--- config.mk ---
export PLATFORM = sky130hd
export DESIGN_NAME = dma_pair_arbiter
export DESIGN_NICKNAME = d
export VERILOG_FILES = /design/src/rtl/dma_arb_pkg.sv /design/src/rtl/dma_req_track.sv /design/src/rtl/dma_seq_fsm.sv /design/src/rtl/dma_datapath.sv /design/src/rtl/dma_pair_arbiter.sv
export SDC_FILE = /design/constraint.sdc
export NUM_CORES = 1
export LEC_CHECK = 0
export BUFFER_PORTS_ARGS = -buffer_cell sky130_fd_sc_hd__buf_4
export CAP_MARGIN = 20
export CORE_MARGIN = 10
export CORE_UTILIZATION = 40
export CTS_CLUSTER_DIAMETER = 40
export DETAILED_ROUTE_END_ITERATION = 10
export PLACE_DENSITY = 0.8
export SLEW_MARGIN = 20
export SYNTH_ARGS = -nofsm -noshare
export SYNTH_HDL_FRONTEND = slang
export SYNTH_SLANG_ARGS = --single-unit
--- constraint.sdc ---
create_clock -name clk -period 1.6 [get_ports clk]
set_input_delay 0.32 -clock clk [delete_from_list [all_inputs] [get_ports clk]]
set_output_delay 0.32 -clock clk [all_outputs]
set_load 0.03 [all_outputs]
--- src/rtl/dma_arb_pkg.sv ---
package dma_arb_pkg;

    typedef enum logic {
        ST_IDLE,
        ST_RUN
    } seq_state_e;

    typedef enum logic [2:0] {
        ACT_NONE,
        ACT_HALT_RD,
        ACT_SMP_RD,
        ACT_BLK_RD,
        ACT_DUMMY_RD,
        ACT_BLK_WR,
        ACT_ALIGN_RD
    } cyc_act_e;

endpackage

--- src/rtl/dma_req_track.sv ---
module dma_req_track
    import dma_arb_pkg::*;
#(
    parameter int PAGE_W = 8
) (
    input  logic              clk,
    input  logic              rst_n,
    input  logic              blk_req,
    input  logic [PAGE_W-1:0] blk_page,
    input  logic              smp_req,
    input  logic              cycle_odd,
    input  cyc_act_e          act,
    input  logic              blk_last,
    output logic              blk_pend,
    output logic              smp_pend,
    output logic              smp_rdy,
    output logic              wr_rdy,
    output logic              blk_acc,
    output logic              all_clear_n,
    output logic [PAGE_W-1:0] page_q
);

    logic blk_pend_n;
    logic smp_pend_n;
    logic smp_rdy_n;
    logic wr_rdy_n;
    logic put_act;

    assign blk_acc = blk_req && !blk_pend;
    assign put_act = (act == ACT_BLK_WR) || (act == ACT_ALIGN_RD);

    always_comb begin
        blk_pend_n = blk_pend;
        if (blk_acc)
            blk_pend_n = 1'b1;
        else if (act == ACT_BLK_WR && blk_last)
            blk_pend_n = 1'b0;

        smp_pend_n = (smp_pend && (act != ACT_SMP_RD)) || smp_req;

        smp_rdy_n = smp_rdy;
        if (act == ACT_SMP_RD)
            smp_rdy_n = 1'b0;
        else if (put_act && smp_pend)
            smp_rdy_n = 1'b1;

        wr_rdy_n = wr_rdy;
        if (act == ACT_BLK_RD)
            wr_rdy_n = 1'b1;
        else if (act == ACT_BLK_WR)
            wr_rdy_n = 1'b0;
    end

    assign all_clear_n = !blk_pend_n && !smp_pend_n;

    always_ff @(posedge clk) begin
        if (!rst_n) begin
            blk_pend <= 1'b0;
            smp_pend <= 1'b0;
            smp_rdy  <= 1'b0;
            wr_rdy   <= 1'b0;
            page_q   <= '0;
        end else begin
            blk_pend <= blk_pend_n;
            smp_pend <= smp_pend_n;
            smp_rdy  <= smp_rdy_n;
            wr_rdy   <= wr_rdy_n;
            if (blk_acc)
                page_q <= blk_page;
        end
    end

    AST_RDY_AFTER_PUT: assert property (@(posedge clk) disable iff (!rst_n)
        $rose(smp_rdy) |-> $past(cycle_odd)) else $error("fetch ready without put cycle");

    AST_PAGE_HELD: assert property (@(posedge clk) disable iff (!rst_n)
        (blk_pend && $past(blk_pend)) |-> $stable(page_q)) else $error("page changed mid copy");

endmodule

--- src/rtl/dma_seq_fsm.sv ---
module dma_seq_fsm
    import dma_arb_pkg::*;
(
    input  logic     clk,
    input  logic     rst_n,
    input  logic     cpu_rd,
    input  logic     cycle_odd,
    input  logic     blk_pend,
    input  logic     smp_pend,
    input  logic     smp_rdy,
    input  logic     wr_rdy,
    input  logic     all_clear_n,
    output cyc_act_e act,
    output logic     cpu_halt
);

    seq_state_e state_q;
    seq_state_e state_n;

    // state register
    always_ff @(posedge clk) begin
        if (!rst_n)
            state_q <= ST_IDLE;
        else
            state_q <= state_n;
    end

    // transitions: start (IDLE->RUN), finish (RUN->IDLE)
    always_comb begin
        state_n = state_q;
        unique case (state_q)
            ST_IDLE: if (act == ACT_HALT_RD) state_n = ST_RUN;
            ST_RUN:  if (all_clear_n)        state_n = ST_IDLE;
            default: state_n = ST_IDLE;
        endcase
    end

    // per-cycle action decode
    always_comb begin
        act = ACT_NONE;
        unique case (state_q)
            ST_IDLE: begin
                if (cpu_rd && (blk_pend || smp_pend))
                    act = ACT_HALT_RD;
            end
            ST_RUN: begin
                if (cycle_odd) begin
                    if (blk_pend && wr_rdy)
                        act = ACT_BLK_WR;
                    else
                        act = ACT_ALIGN_RD;
                end else begin
                    if (smp_pend && smp_rdy)
                        act = ACT_SMP_RD;
                    else if (blk_pend)
                        act = ACT_BLK_RD;
                    else
                        act = ACT_DUMMY_RD;
                end
            end
            default: act = ACT_NONE;
        endcase
    end

    assign cpu_halt = (act != ACT_NONE);

    AST_HALT_FALL_CLEAR: assert property (@(posedge clk) disable iff (!rst_n)
        $fell(cpu_halt) |-> (!blk_pend && !smp_pend)) else $error("halt released with work pending");

    AST_NO_HALT_WITHOUT_RD: assert property (@(posedge clk) disable iff (!rst_n)
        (cpu_halt && !$past(cpu_halt)) |-> cpu_rd) else $error("halt started without CPU read");

endmodule

--- src/rtl/dma_datapath.sv ---
module dma_datapath
    import dma_arb_pkg::*;
#(
    parameter int                ADDR_W    = 16,
    parameter int                DATA_W    = 8,
    parameter int                CNT_W     = 8,
    parameter logic [ADDR_W-1:0] PORT_ADDR = 'h2004,
    localparam int               PAGE_W    = ADDR_W - CNT_W
) (
    input  logic              clk,
    input  logic              rst_n,
    input  cyc_act_e          act,
    input  logic              blk_acc,
    input  logic [PAGE_W-1:0] page_q,
    input  logic [ADDR_W-1:0] cpu_addr,
    input  logic [ADDR_W-1:0] smp_addr,
    input  logic [DATA_W-1:0] bus_rdata,
    output logic              blk_last,
    output logic [ADDR_W-1:0] bus_addr,
    output logic              bus_rd,
    output logic              bus_wr,
    output logic [DATA_W-1:0] bus_wdata,
    output logic              smp_valid,
    output logic [DATA_W-1:0] smp_data
);

    logic [CNT_W-1:0]  cnt_q;
    logic [DATA_W-1:0] obus_q;
    logic              smp_valid_q;

    assign blk_last = &cnt_q;

    always_comb begin
        bus_addr = cpu_addr;
        bus_rd   = 1'b0;
        bus_wr   = 1'b0;
        unique case (act)
            ACT_NONE:     bus_addr = cpu_addr;
            ACT_HALT_RD,
            ACT_DUMMY_RD,
            ACT_ALIGN_RD: begin
                bus_addr = cpu_addr;
                bus_rd   = 1'b1;
            end
            ACT_SMP_RD: begin
                bus_addr = smp_addr;
                bus_rd   = 1'b1;
            end
            ACT_BLK_RD: begin
                bus_addr = {page_q, cnt_q};
                bus_rd   = 1'b1;
            end
            ACT_BLK_WR: begin
                bus_addr = PORT_ADDR;
                bus_wr   = 1'b1;
            end
            default: bus_addr = cpu_addr;
        endcase
    end

    always_ff @(posedge clk) begin
        if (!rst_n) begin
            cnt_q       <= '0;
            obus_q      <= '0;
            smp_valid_q <= 1'b0;
        end else begin
            if (blk_acc)
                cnt_q <= '0;
            else if (act == ACT_BLK_WR)
                cnt_q <= cnt_q + 1'b1;
            if (bus_rd)
                obus_q <= bus_rdata;
            smp_valid_q <= (act == ACT_SMP_RD);
        end
    end

    assign bus_wdata = obus_q;
    assign smp_valid = smp_valid_q;
    assign smp_data  = obus_q;

    AST_CNT_ON_WRITE: assert property (@(posedge clk) disable iff (!rst_n)
        !$stable(cnt_q) |-> ($past(bus_wr) || $past(blk_acc))) else $error("count moved without write");

    AST_RD_WR_EXCL: assert property (@(posedge clk) disable iff (!rst_n)
        $onehot0({bus_rd, bus_wr})) else $error("read and write together");

    AST_DELIVER_AFTER_READ: assert property (@(posedge clk) disable iff (!rst_n)
        smp_valid |-> $past(bus_rd)) else $error("delivery without read");

endmodule

--- src/rtl/dma_pair_arbiter.sv ---
module dma_pair_arbiter
    import dma_arb_pkg::*;
#(
    parameter int                ADDR_W    = 16,
    parameter int                DATA_W    = 8,
    parameter int                CNT_W     = 8,
    parameter logic [ADDR_W-1:0] PORT_ADDR = 'h2004
) (
    input  logic                      clk,
    input  logic                      rst_n,
    input  logic                      cpu_rd,
    input  logic [ADDR_W-1:0]         cpu_addr,
    input  logic                      cycle_odd,
    input  logic                      blk_req,
    input  logic [ADDR_W-CNT_W-1:0]   blk_page,
    input  logic                      smp_req,
    input  logic [ADDR_W-1:0]         smp_addr,
    input  logic [DATA_W-1:0]         bus_rdata,
    output logic [ADDR_W-1:0]         bus_addr,
    output logic                      bus_rd,
    output logic                      bus_wr,
    output logic [DATA_W-1:0]         bus_wdata,
    output logic                      cpu_halt,
    output logic                      smp_valid,
    output logic [DATA_W-1:0]         smp_data
);

    localparam int PAGE_W = ADDR_W - CNT_W;

    cyc_act_e          act;
    logic              blk_pend;
    logic              smp_pend;
    logic              smp_rdy;
    logic              wr_rdy;
    logic              blk_acc;
    logic              all_clear_n;
    logic              blk_last;
    logic [PAGE_W-1:0] page_q;

    dma_req_track #(.PAGE_W(PAGE_W)) u_req (
        .clk         (clk),
        .rst_n       (rst_n),
        .blk_req     (blk_req),
        .blk_page    (blk_page),
        .smp_req     (smp_req),
        .cycle_odd   (cycle_odd),
        .act         (act),
        .blk_last    (blk_last),
        .blk_pend    (blk_pend),
        .smp_pend    (smp_pend),
        .smp_rdy     (smp_rdy),
        .wr_rdy      (wr_rdy),
        .blk_acc     (blk_acc),
        .all_clear_n (all_clear_n),
        .page_q      (page_q)
    );

    dma_seq_fsm u_fsm (
        .clk         (clk),
        .rst_n       (rst_n),
        .cpu_rd      (cpu_rd),
        .cycle_odd   (cycle_odd),
        .blk_pend    (blk_pend),
        .smp_pend    (smp_pend),
        .smp_rdy     (smp_rdy),
        .wr_rdy      (wr_rdy),
        .all_clear_n (all_clear_n),
        .act         (act),
        .cpu_halt    (cpu_halt)
    );

    dma_datapath #(
        .ADDR_W    (ADDR_W),
        .DATA_W    (DATA_W),
        .CNT_W     (CNT_W),
        .PORT_ADDR (PORT_ADDR)
    ) u_dp (
        .clk       (clk),
        .rst_n     (rst_n),
        .act       (act),
        .blk_acc   (blk_acc),
        .page_q    (page_q),
        .cpu_addr  (cpu_addr),
        .smp_addr  (smp_addr),
        .bus_rdata (bus_rdata),
        .blk_last  (blk_last),
        .bus_addr  (bus_addr),
        .bus_rd    (bus_rd),
        .bus_wr    (bus_wr),
        .bus_wdata (bus_wdata),
        .smp_valid (smp_valid),
        .smp_data  (smp_data)
    );

    AST_WR_ON_PUT: assert property (@(posedge clk) disable iff (!rst_n)
        bus_wr |-> cycle_odd) else $error("write on a get cycle");

    AST_SMP_ON_GET: assert property (@(posedge clk) disable iff (!rst_n)
        smp_valid |-> !$past(cycle_odd)) else $error("sample read on a put cycle");

endmodule

# After elaboration in Yosys (flattened, before gate mapping)

Cells that the tools add are included.
Widths: inputs -> output; s select.

Register bits after elaboration: 30
Bits of input ports: 54
Output and inout bits: 36
Logic and storage cells: 55

$add $sub $neg: 1
Eq/ne operators: 7
Muxes and demuxes: 16
Bitwise operators: 2
Reduce and logical (&&, ||, !) cells: 20

Operators with widths:

| cell                | number |
|---|---|
| $pmux 16 s3         | 1 |
| $eq 3x3->1 const B  | 3 |
| $mux 1              | 9 |
| $mux 3              | 3 |
| $add 8x1->8 const B | 1 |
| $logic_and 1x1->1   | 8 |
| $reduce_and 8->1    | 1 |
| $eq 3x2->1 const B  | 2 |
| $pmux 3 s2          | 1 |
| $reduce_or 5->1     | 1 |
| $reduce_or 2->1     | 2 |
| $eq 3x1->1 const B  | 1 |
| $logic_not 1->1     | 3 |
| $logic_or 1x1->1    | 3 |
| $ne 3x2->1 const B  | 1 |
| $reduce_bool 3->1   | 1 |
| $mux 2              | 1 |
| $not 1->1           | 2 |
| $pmux 1 s2          | 1 |
| $reduce_bool 2->1   | 1 |

# Depth between registers and ports, before layout

Gate-level depths: netlist of run 1.

Depth in word-level cells: 12
Gate-level depth with buffers: 7
Gate-level depth less buffers: 5

# Hierarchy

A second synthesis of run 1 with hierarchy kept.

Cell total of the unflattened synthesis: 254
Area, all modules: 1958.1 µm²

By module, submodules not included:

| module        | instances | cells an instance | area each (µm²) | sequential area each (µm²) |
|---|---|---|---|---|
| dma_datapath  | 1         | 184               | 1357.6          | 340.3 |
| dma_req_track | 1         | 56                | 486.7           | 240.2 |
| dma_seq_fsm   | 1         | 14                | 113.9           | 20.0 |

# Least setup slack after synthesis of run 1

Ideal clock, no wire load.

Path kind: flip-flop to output port
Start: register u_fsm.state_q
End: output port bus_addr[13]
Arrival: 1.658 ns
Data required time: 1.280 ns
Slack: -0.378 ns
Cell stages (with the launch flop): 7
Path buffers: 2
Cell sequence: dfxtp_1 -> buf_6 -> nor2b_1 -> and3_4 -> buf_6 -> nor3_1 -> o21ai_0

Longest elaborated chain between the ends: 4
Elaborated cells between the ends (all ways): 6
Classes of those cells: eq/ne: 3; mux: 2; bitwise: 1

Ends and longest elaborated chain:

| element                                  | RTL line               | RTL |
|---|---|---|
| start: declaration                       | dma_seq_fsm.sv:17      | `seq_state_e state_q;` |
| start signal: assignment                 | dma_seq_fsm.sv:25      | `state_q <= state_n;` |
| $not 1->1                                | dma_seq_fsm.sv:41      | `unique case (state_q)` |
| $pmux 3 s2 *                             | dma_seq_fsm.sv:41      |  |
| $eq 3x3->1 or $eq 3x2->1 (tied branches) | dma_datapath.sv:37     | `unique case (act)` |
| $pmux 16 s3 *                            | dma_datapath.sv:37     |  |
| end: declaration                         | dma_pair_arbiter.sv:19 | `output logic [ADDR_W-1:0] bus_addr,` |

Every way passes the cells marked *; elsewhere a longest branch is shown, timed or not.

# Worst setup path in the final report of run 1

Start: register u_req.smp_rdy
End: output port bus_addr[12]

Longest elaborated chain between the ends: 6
Elaborated cells between the ends (all ways): 8
Classes of those cells: eq/ne: 3; mux: 4; reduce/logical: 1

Ends and longest elaborated chain:

| element                                  | RTL line            | RTL |
|---|---|---|
| start: declaration                       | dma_req_track.sv:16 | `output logic smp_rdy,` |
| start signal: assignment                 | dma_req_track.sv:66 | `smp_rdy <= smp_rdy_n;` |
| $logic_and 1x1->1 *                      | dma_seq_fsm.sv:53   | `if (smp_pend && smp_rdy)` |
| $mux 3 *                                 | dma_seq_fsm.sv:53   |  |
| $mux 3 *                                 | dma_seq_fsm.sv:47   | `if (cycle_odd) begin` |
| $pmux 3 s2 *                             | dma_seq_fsm.sv:41   |  |
| $eq 3x3->1 or $eq 3x2->1 (tied branches) | dma_datapath.sv:37  |  |
| $pmux 16 s3 *                            | dma_datapath.sv:37  |  |

Marked as above.

==> flow_summary.json, run 1 <==
{
  "ir_worst_vdd_uv": 523,
  "yosys-top-cells-area": "dfxtp_1 (38%), nand2_1 (8.0%), a22oi_1 (6.6%), o21ai_0 (5.3%), inv_1 (4.7%)",
  "clk_path_buf_depth": 2,
  "clock_sinks": 30,
  "ant_nets": 0,
  "die_h_um": 83.3,
  "grt_use_met3_pct": 6.05,
  "placementRows": 22,
  "cts_max_level": 2,
  "ios": 90,
  "dpl.hpwl_um": 4020,
  "io_buffers": 89,
  "cts_root_buf": "clkbuf_8",
  "timing.final.crit_share_pct": 111,
  "clock_latency_ps": 270,
  "netlist-cell-type-count": 32,
  "use_met1_pct": 15.5,
  "syn-mean-instance-area_sq_um": 7.45,
  "fill_cells": 286,
  "hold_path_class": "in -> reg",
  "setup-violations-final": 18,
  "diodes": 0,
  "total_power_w": 0.00209,
  "numCtsBuffers": 5,
  "endpoint_kind": "output pin",
  "antenna_found_initial": 0,
  "min_from": "smp_req",
  "die_area_sq_um": 6930,
  "grt_overflow": 0,
  "wl_per_cell_um": 15.1,
  "cts_tree": "yes",
  "path_class": "reg -> out",
  "grt_pass1_wl_um": 8570,
  "grt_use_met2_pct": 25.4,
  "drv_cap": 0,
  "nets": 364,
  "ys_warn_count": 0,
  "areaGrowthSynthToFinish_pct": 66.2,
  "worstPathMaxFanout": 14,
  "leakagePower_nw": 1.21,
  "wl_um": 5400,
  "fin_area_sq_um": 2660,
  "vias_per_cell": 5.05,
  "netlist_instances": 215,
  "first_pass_iters": 4,
  "hold_viol_final": 0,
  "seq_area_frac_synth_pct": 37.5,
  "skew_ps": 3.01,
  "ys_ff_latch": 30,
  "grt_max_degree": 20,
  "rsz0062_at_grt": "yes",
  "coreArea_sq_um": 3770,
  "vias": 1809,
  "die_w_um": 83.3,
  "slew_headroom_pct": 64.4,
  "start_kind": "register",
  "busiest_layer": "met2",
  "clk_pin_slew_ps": 60,
  "drt-initial-drc-count": 190,
  "grt_pass1_vias": 1758,
  "clock.fmax_mhz": 561,
  "cp.arrival_ps": 1460,
  "synth_top_area_share_pct": 37.5,
  "crit_required_ps": 1280,
  "drive_gt1_share_pct": 49.0,
  "critPathLaunch": "u_req.smp_rdy",
  "slew_viol_final": 0,
  "gp_congestion": 0.809,
  "initial_core_util_pct": 42.5,
  "syn-cell-area_sq_um": 1600,
  "finalWorstSetupSlack_ps": -183,
  "p_per_area_nw_per_um2": 786,
  "violations": "negative setup slack",
  "run_status": "complete, but fails checks",
  "dpl_cell_area_sq_um": 2360,
  "final.min_clock_period_ps": 1780,
  "gr-usage-all-layers_pct": 14.6,
  "synth_fp_nets": 270,
  "timing.rr.start": "u_fsm.state_q",
  "tightestPinTransition_ps": 532,
  "drc": 0,
  "synth_top_area_cell": "dfxtp_1"
}
[worst paths after layout]
path | to | slack (ps) | depth (start not counted)
max | bus_addr[12] | -180 | 6
min | u_req.smp_pend | 260 | 3
max reg2reg | u_fsm.state_q | 210 | 5
min reg2reg | u_req.page_q[1] | 470 | 2
[cell usage in the layout (no fill, tap or decap), types with 2 or more instances in the layout]
cell type  instances
nor3_1             3
xor2_1             4
o21ai_0           11
nand2_2            2
dfxtp_1           26
dfxtp_4            3
a22oi_2            8
a21oi_1           13
buf_6             20
clkbuf_8           6
xnor2_1            2
nand3_1           13
o21ai_1            4
and3_1             2
o21a_1             2
nand4_1            4
inv_1             19
nor2_1            10
and3_4             2
o21ai_2           13
nand2_1           32
buf_4             86
a22oi_1            6
o22ai_2            2
[area by class of cell]
type                       count  area, sq um  area share (%)
tap                           48         60.1            2.26
clock buffer                   7         86.3            3.24
timing repair buffer         107          891            33.5
inverter                      21         81.3            3.06
clock inverter                 1         5.00           0.188
multi-input combinational    144          925            34.7
sequential                    30          613            23.0
[critical path: stages, from the launching register on]
cell and delay, ps:
dfxtp_2 370, buf_4 120, nand3_1 70, a21boi_2 190, buf_12 180, o21ai_1 80, buf_4 170
[registers in the layout, indices dropped and copies added, names as in the netlist]
signal          flops
u_dp.bus_wdata      8
u_dp.cnt_q          8
u_dp.smp_valid      1
u_fsm.state_q       1
u_req.blk_pend      1
u_req.page_q        8
u_req.smp_pend      1
u_req.smp_rdy       1
u_req.wr_rdy        1
[report_power, final]
part	internal [W]	leakage (nW)	switching [W]
Clock	0.000346	0.0482	0.000271
Combinational	0.000300	0.911	0.000348
Sequential	0.000790	0.248	0.0000367
Total	0.00144	1.21	0.000656
[per-stage QoR]
step	setup TNS, ps	hold slack, ps	setup slack [ps]	instances	util [%]
final	-2810	259	-183	358	70.6
after global routing	-4100	269	-270	358	70.6
after CTS	-2900	260	-199	355	69.0
after detailed placement	-13.5	451	-13.5	343	62.7
after global placement	0	445	6.38	343	62.7
after floorplan	-147	436	-16.3	215	-
[synthesized netlist by cell type]
cell type and n:
and3_1 2, buf_6 3, o21a_1 2, nor2b_1 2
a31oi_1 1, nand4_1 4, and3_4 1, a21boi_1 1
o21ai_2 1, o21ai_1 11, clkbuf_1 5, buf_2 4
nor3_2 1, nor2_1 10, nand4_4 1, xor2_1 4
ha_1 1, nor3_1 3, inv_2 1, o21ai_0 17
or3_1 1, inv_1 20, a22oi_1 14, a21oi_1 13
nand2_1 34, buf_4 9, nor4_1 1, nand2b_1 1
xnor2_1 2, dfxtp_1 30, o22ai_1 2, nand3_1 13
[kinds of logic after synthesis]
family / count (synthesis) / share of synthesized area [%]
AND/OR/NAND/NOR: 74 / 22.3
XOR/XNOR: 6 / 3.28
adder cells (fa/ha/maj): 1 / 0.781
AO/OA/AOI/OAI: 62 / 22.5
flip-flops: 30 / 37.5
buffers and inverters: 42 / 13.7
[per-layer routing]
| layer | share of wire (%) | vias to the layer above |
|---|---|---|
| met3 | 8.0 | 6 |
| li1 | - | 912 |
| met4 | 1.4 | 0 |
| met1 | 39 | 825 |
| met5 | 0 | - |
| met2 | 52 | 66 |
[what timing repair did]
action | CTS | global route
setup buffers | 2 | 3
resized for setup | 35 | 8
endpoints found under the setup margin | 19 | 19
pin swaps | 7 | 6
hold buffers | 0 | 0
cloned | 2 | 0
Power figures use the tool's default switching activity.
==> run 2, diff against run 1 <==
--- a/config.mk
+++ b/config.mk
@@ -8,10 +8,11 @@
 export BUFFER_PORTS_ARGS = -buffer_cell sky130_fd_sc_hd__buf_4
 export CAP_MARGIN = 20
 export CORE_MARGIN = 10
-export CORE_UTILIZATION = 40
+export CORE_UTILIZATION = 44
 export CTS_CLUSTER_DIAMETER = 40
 export DETAILED_ROUTE_END_ITERATION = 10
-export PLACE_DENSITY = 0.8
+export GPL_TIMING_DRIVEN = 0
+export PLACE_DENSITY = 0.84
 export SLEW_MARGIN = 20
 export SYNTH_ARGS = -nofsm -noshare
 export SYNTH_HDL_FRONTEND = slang
==> constraint.sdc (replaced) <==
create_clock -name clk -period 2 [get_ports clk]
set_input_delay 0.4 -clock clk [delete_from_list [all_inputs] [get_ports clk]]
set_output_delay 0.4 -clock clk [all_outputs]
set_load 0.03 [all_outputs]
==> run 2 against run 1 <==
Effect of this change:
- largest cell class is now non-clock buffers
- clock skew increased by 4.1 ps
- core utilization increased by 10 points
- first-iteration DRC count increased by 38%
- worst setup slack improved by 81 ps
- sequential power decreased by 20%
- the run still ends with negative setup slack left
- via count increased by 16%
- clock-buffer cell count unchanged
- combinational power decreased by 8.0%
- critical path depth increased by 1
- sequential share of layout area decreased by 0.94 points
- clock power decreased by 36%
- routed wire length increased by 32%
==> flow_summary.json, run 2 (synthesized netlist as in run 1, its figures left out) <==
{
  "run_status": "complete, but fails checks",
  "violations": "negative setup slack",
  "ant_nets": 0,
  "ff2ff_setup_slack_ps": 400,
  "total_power_w": 0.00165,
  "io_buffers": 88,
  "crit_required_ps": 1600,
  "wl_um": 7140,
  "areaGrowthSynthToFinish_pct": 72.2,
  "start_kind": "register",
  "dpl.hpwl_um": 4070,
  "setup-violations-final": 16,
  "cts_root_buf": "clkbuf_4",
  "vias": 2092,
  "gr-usage-all-layers_pct": 18.8,
  "ios": 90,
  "grt_overflow": 0,
  "final_common_cell": "buf_4",
  "clock_sinks": 30,
  "final_core_util_pct": 80.7,
  "coreArea_sq_um": 3420,
  "slew_viol_final": 0,
  "holdBufCountCts": 0,
  "timing.final.crit_share_pct": 105,
  "nets": 383,
  "clk_path_buf_depth": 2,
  "rsz0062_at_grt": "yes",
  "finalWorstSetupSlack_ps": -103,
  "p_per_area_nw_per_um2": 598,
  "ir_worst_vdd_uv": 419,
  "drc": 0,
  "diodes": 0,
  "grt_pass1_vias": 2054,
  "cts_max_level": 2,
  "slowest_delay_ps": 330,
  "cts_tree": "yes",
  "antenna_found_initial": 0,
  "hold_path_class": "in -> reg",
  "critPathBufInv": 3,
  "gp_congestion": 0.848,
  "numCtsBuffers": 5,
  "hold_viol_final": 0,
  "placementRows": 21,
  "die_h_um": 80.3,
  "cp_cell_sequence": "buf_6, nand2_2, and3_4, buf_8, a22oi_2, o21ai_1, buf_4",
  "crit_path_top_delay_cell": "dfxtp_2",
  "grt_max_degree": 11,
  "initial_core_util_pct": 46.9,
  "vias_per_cell": 5.58,
  "path_class": "reg -> out",
  "die_area_sq_um": 6450,
  "clock_latency_ps": 340,
  "clk_pin_slew_ps": 100,
  "drt-initial-drc-count": 263,
  "cp.arrival_ps": 1700,
  "drv_cap": 0,
  "tightestPinTransition_ps": 466,
  "drive_gt1_share_pct": 48.9,
  "leakagePower_nw": 1.27,
  "crit_family": "buffers and inverters",
  "clock.fmax_mhz": 476,
  "skew_ps": 7.07,
  "die_w_um": 80.3,
  "endpoint_kind": "output pin",
  "slew_headroom_pct": 69.0,
  "wl_per_cell_um": 19.0,
  "first_pass_iters": 5,
  "final.min_clock_period_ps": 2100,
  "tns_ps": -1000,
  "grt_pass1_wl_um": 9700,
  "mostFrequentLayoutCells": "buf_4 (108), nand2_1 (32), dfxtp_1 (27)",
  "worstPathMaxFanout": 5
}
run 2: cell types whose count changed in the layout (fill, tap and decap cells not counted), sizes merged:
cell / previous run / this run
buf: 107 / 123
clkbuf: 7 / 11
and3: 4 / 3
run 2: cell type report:
cell class              instances  area (sq um)
clock inverters                 1          5.00
clock buffers                   7          55.1
repair buffers                108           870
fillers                       214           658
inverters                      21          78.8
multi-input cells             143           931
flip-flops and latches         30           609
plain buffers                  19           151
well taps                      46          57.6
run 2: worst reg2reg max path, cell delays in order (launching register included):
cell	delay, ps
dfxtp_4	390
buf_12	110
buf_4	130
nand4_4	200
nor4_1	370
nor2_1	120
o21a_1	200
run 2: timing repair:
item / CTS / global route
gates resized for setup: 47 / 13
setup buffers: 14 / 3
endpoints found under the setup margin: 17 / 17
gates cloned: 2 / 1
pin swaps: 12 / 8
run 2: per-layer routing:
metal,up-vias,track usage (%),part of all wire (%)
li1,951,-,-
met1,988,18.9,33
met2,118,36.1,56
met3,35,4.01,6.6
met4,0,8.10,4.0
met5,-,0,0
run 2: power breakdown:
group / internal (W) / leakage, nW / total (W) / switching, W
Combinational: 0.000278 / 0.987 / 0.000596 / 0.000318
Clock: 0.000170 / 0.0353 / 0.000392 / 0.000222
Sequential: 0.000631 / 0.247 / 0.000660 / 0.0000291
run 2: path summary, 6_finish.rpt:
check | endpoint | start | cells past startpoint
worst min-delay path | u_req.smp_pend | smp_req | 3
worst min register to register | u_req.page_q[5] | u_req.page_q[5] | 2
worst max register to register | u_fsm.state_q | u_fsm.state_q | 6
worst max-delay path | bus_addr[4] | u_req.smp_pend | 7
run 2: through the flow:
stage | area (sq um) | hold slack, ps | worst slack [ps] | std cells
2_1_floorplan | 1600 | 436 | 170 | 215
5_1_grt | 2760 | 313 | -146 | 375
3_3_place_gp | 2320 | 443 | -132 | 349
6_report | 2760 | 276 | -103 | 375
4_1_cts | 2670 | 276 | -21.6 | 371
3_5_place_dp | 2320 | 448 | -166 | 349
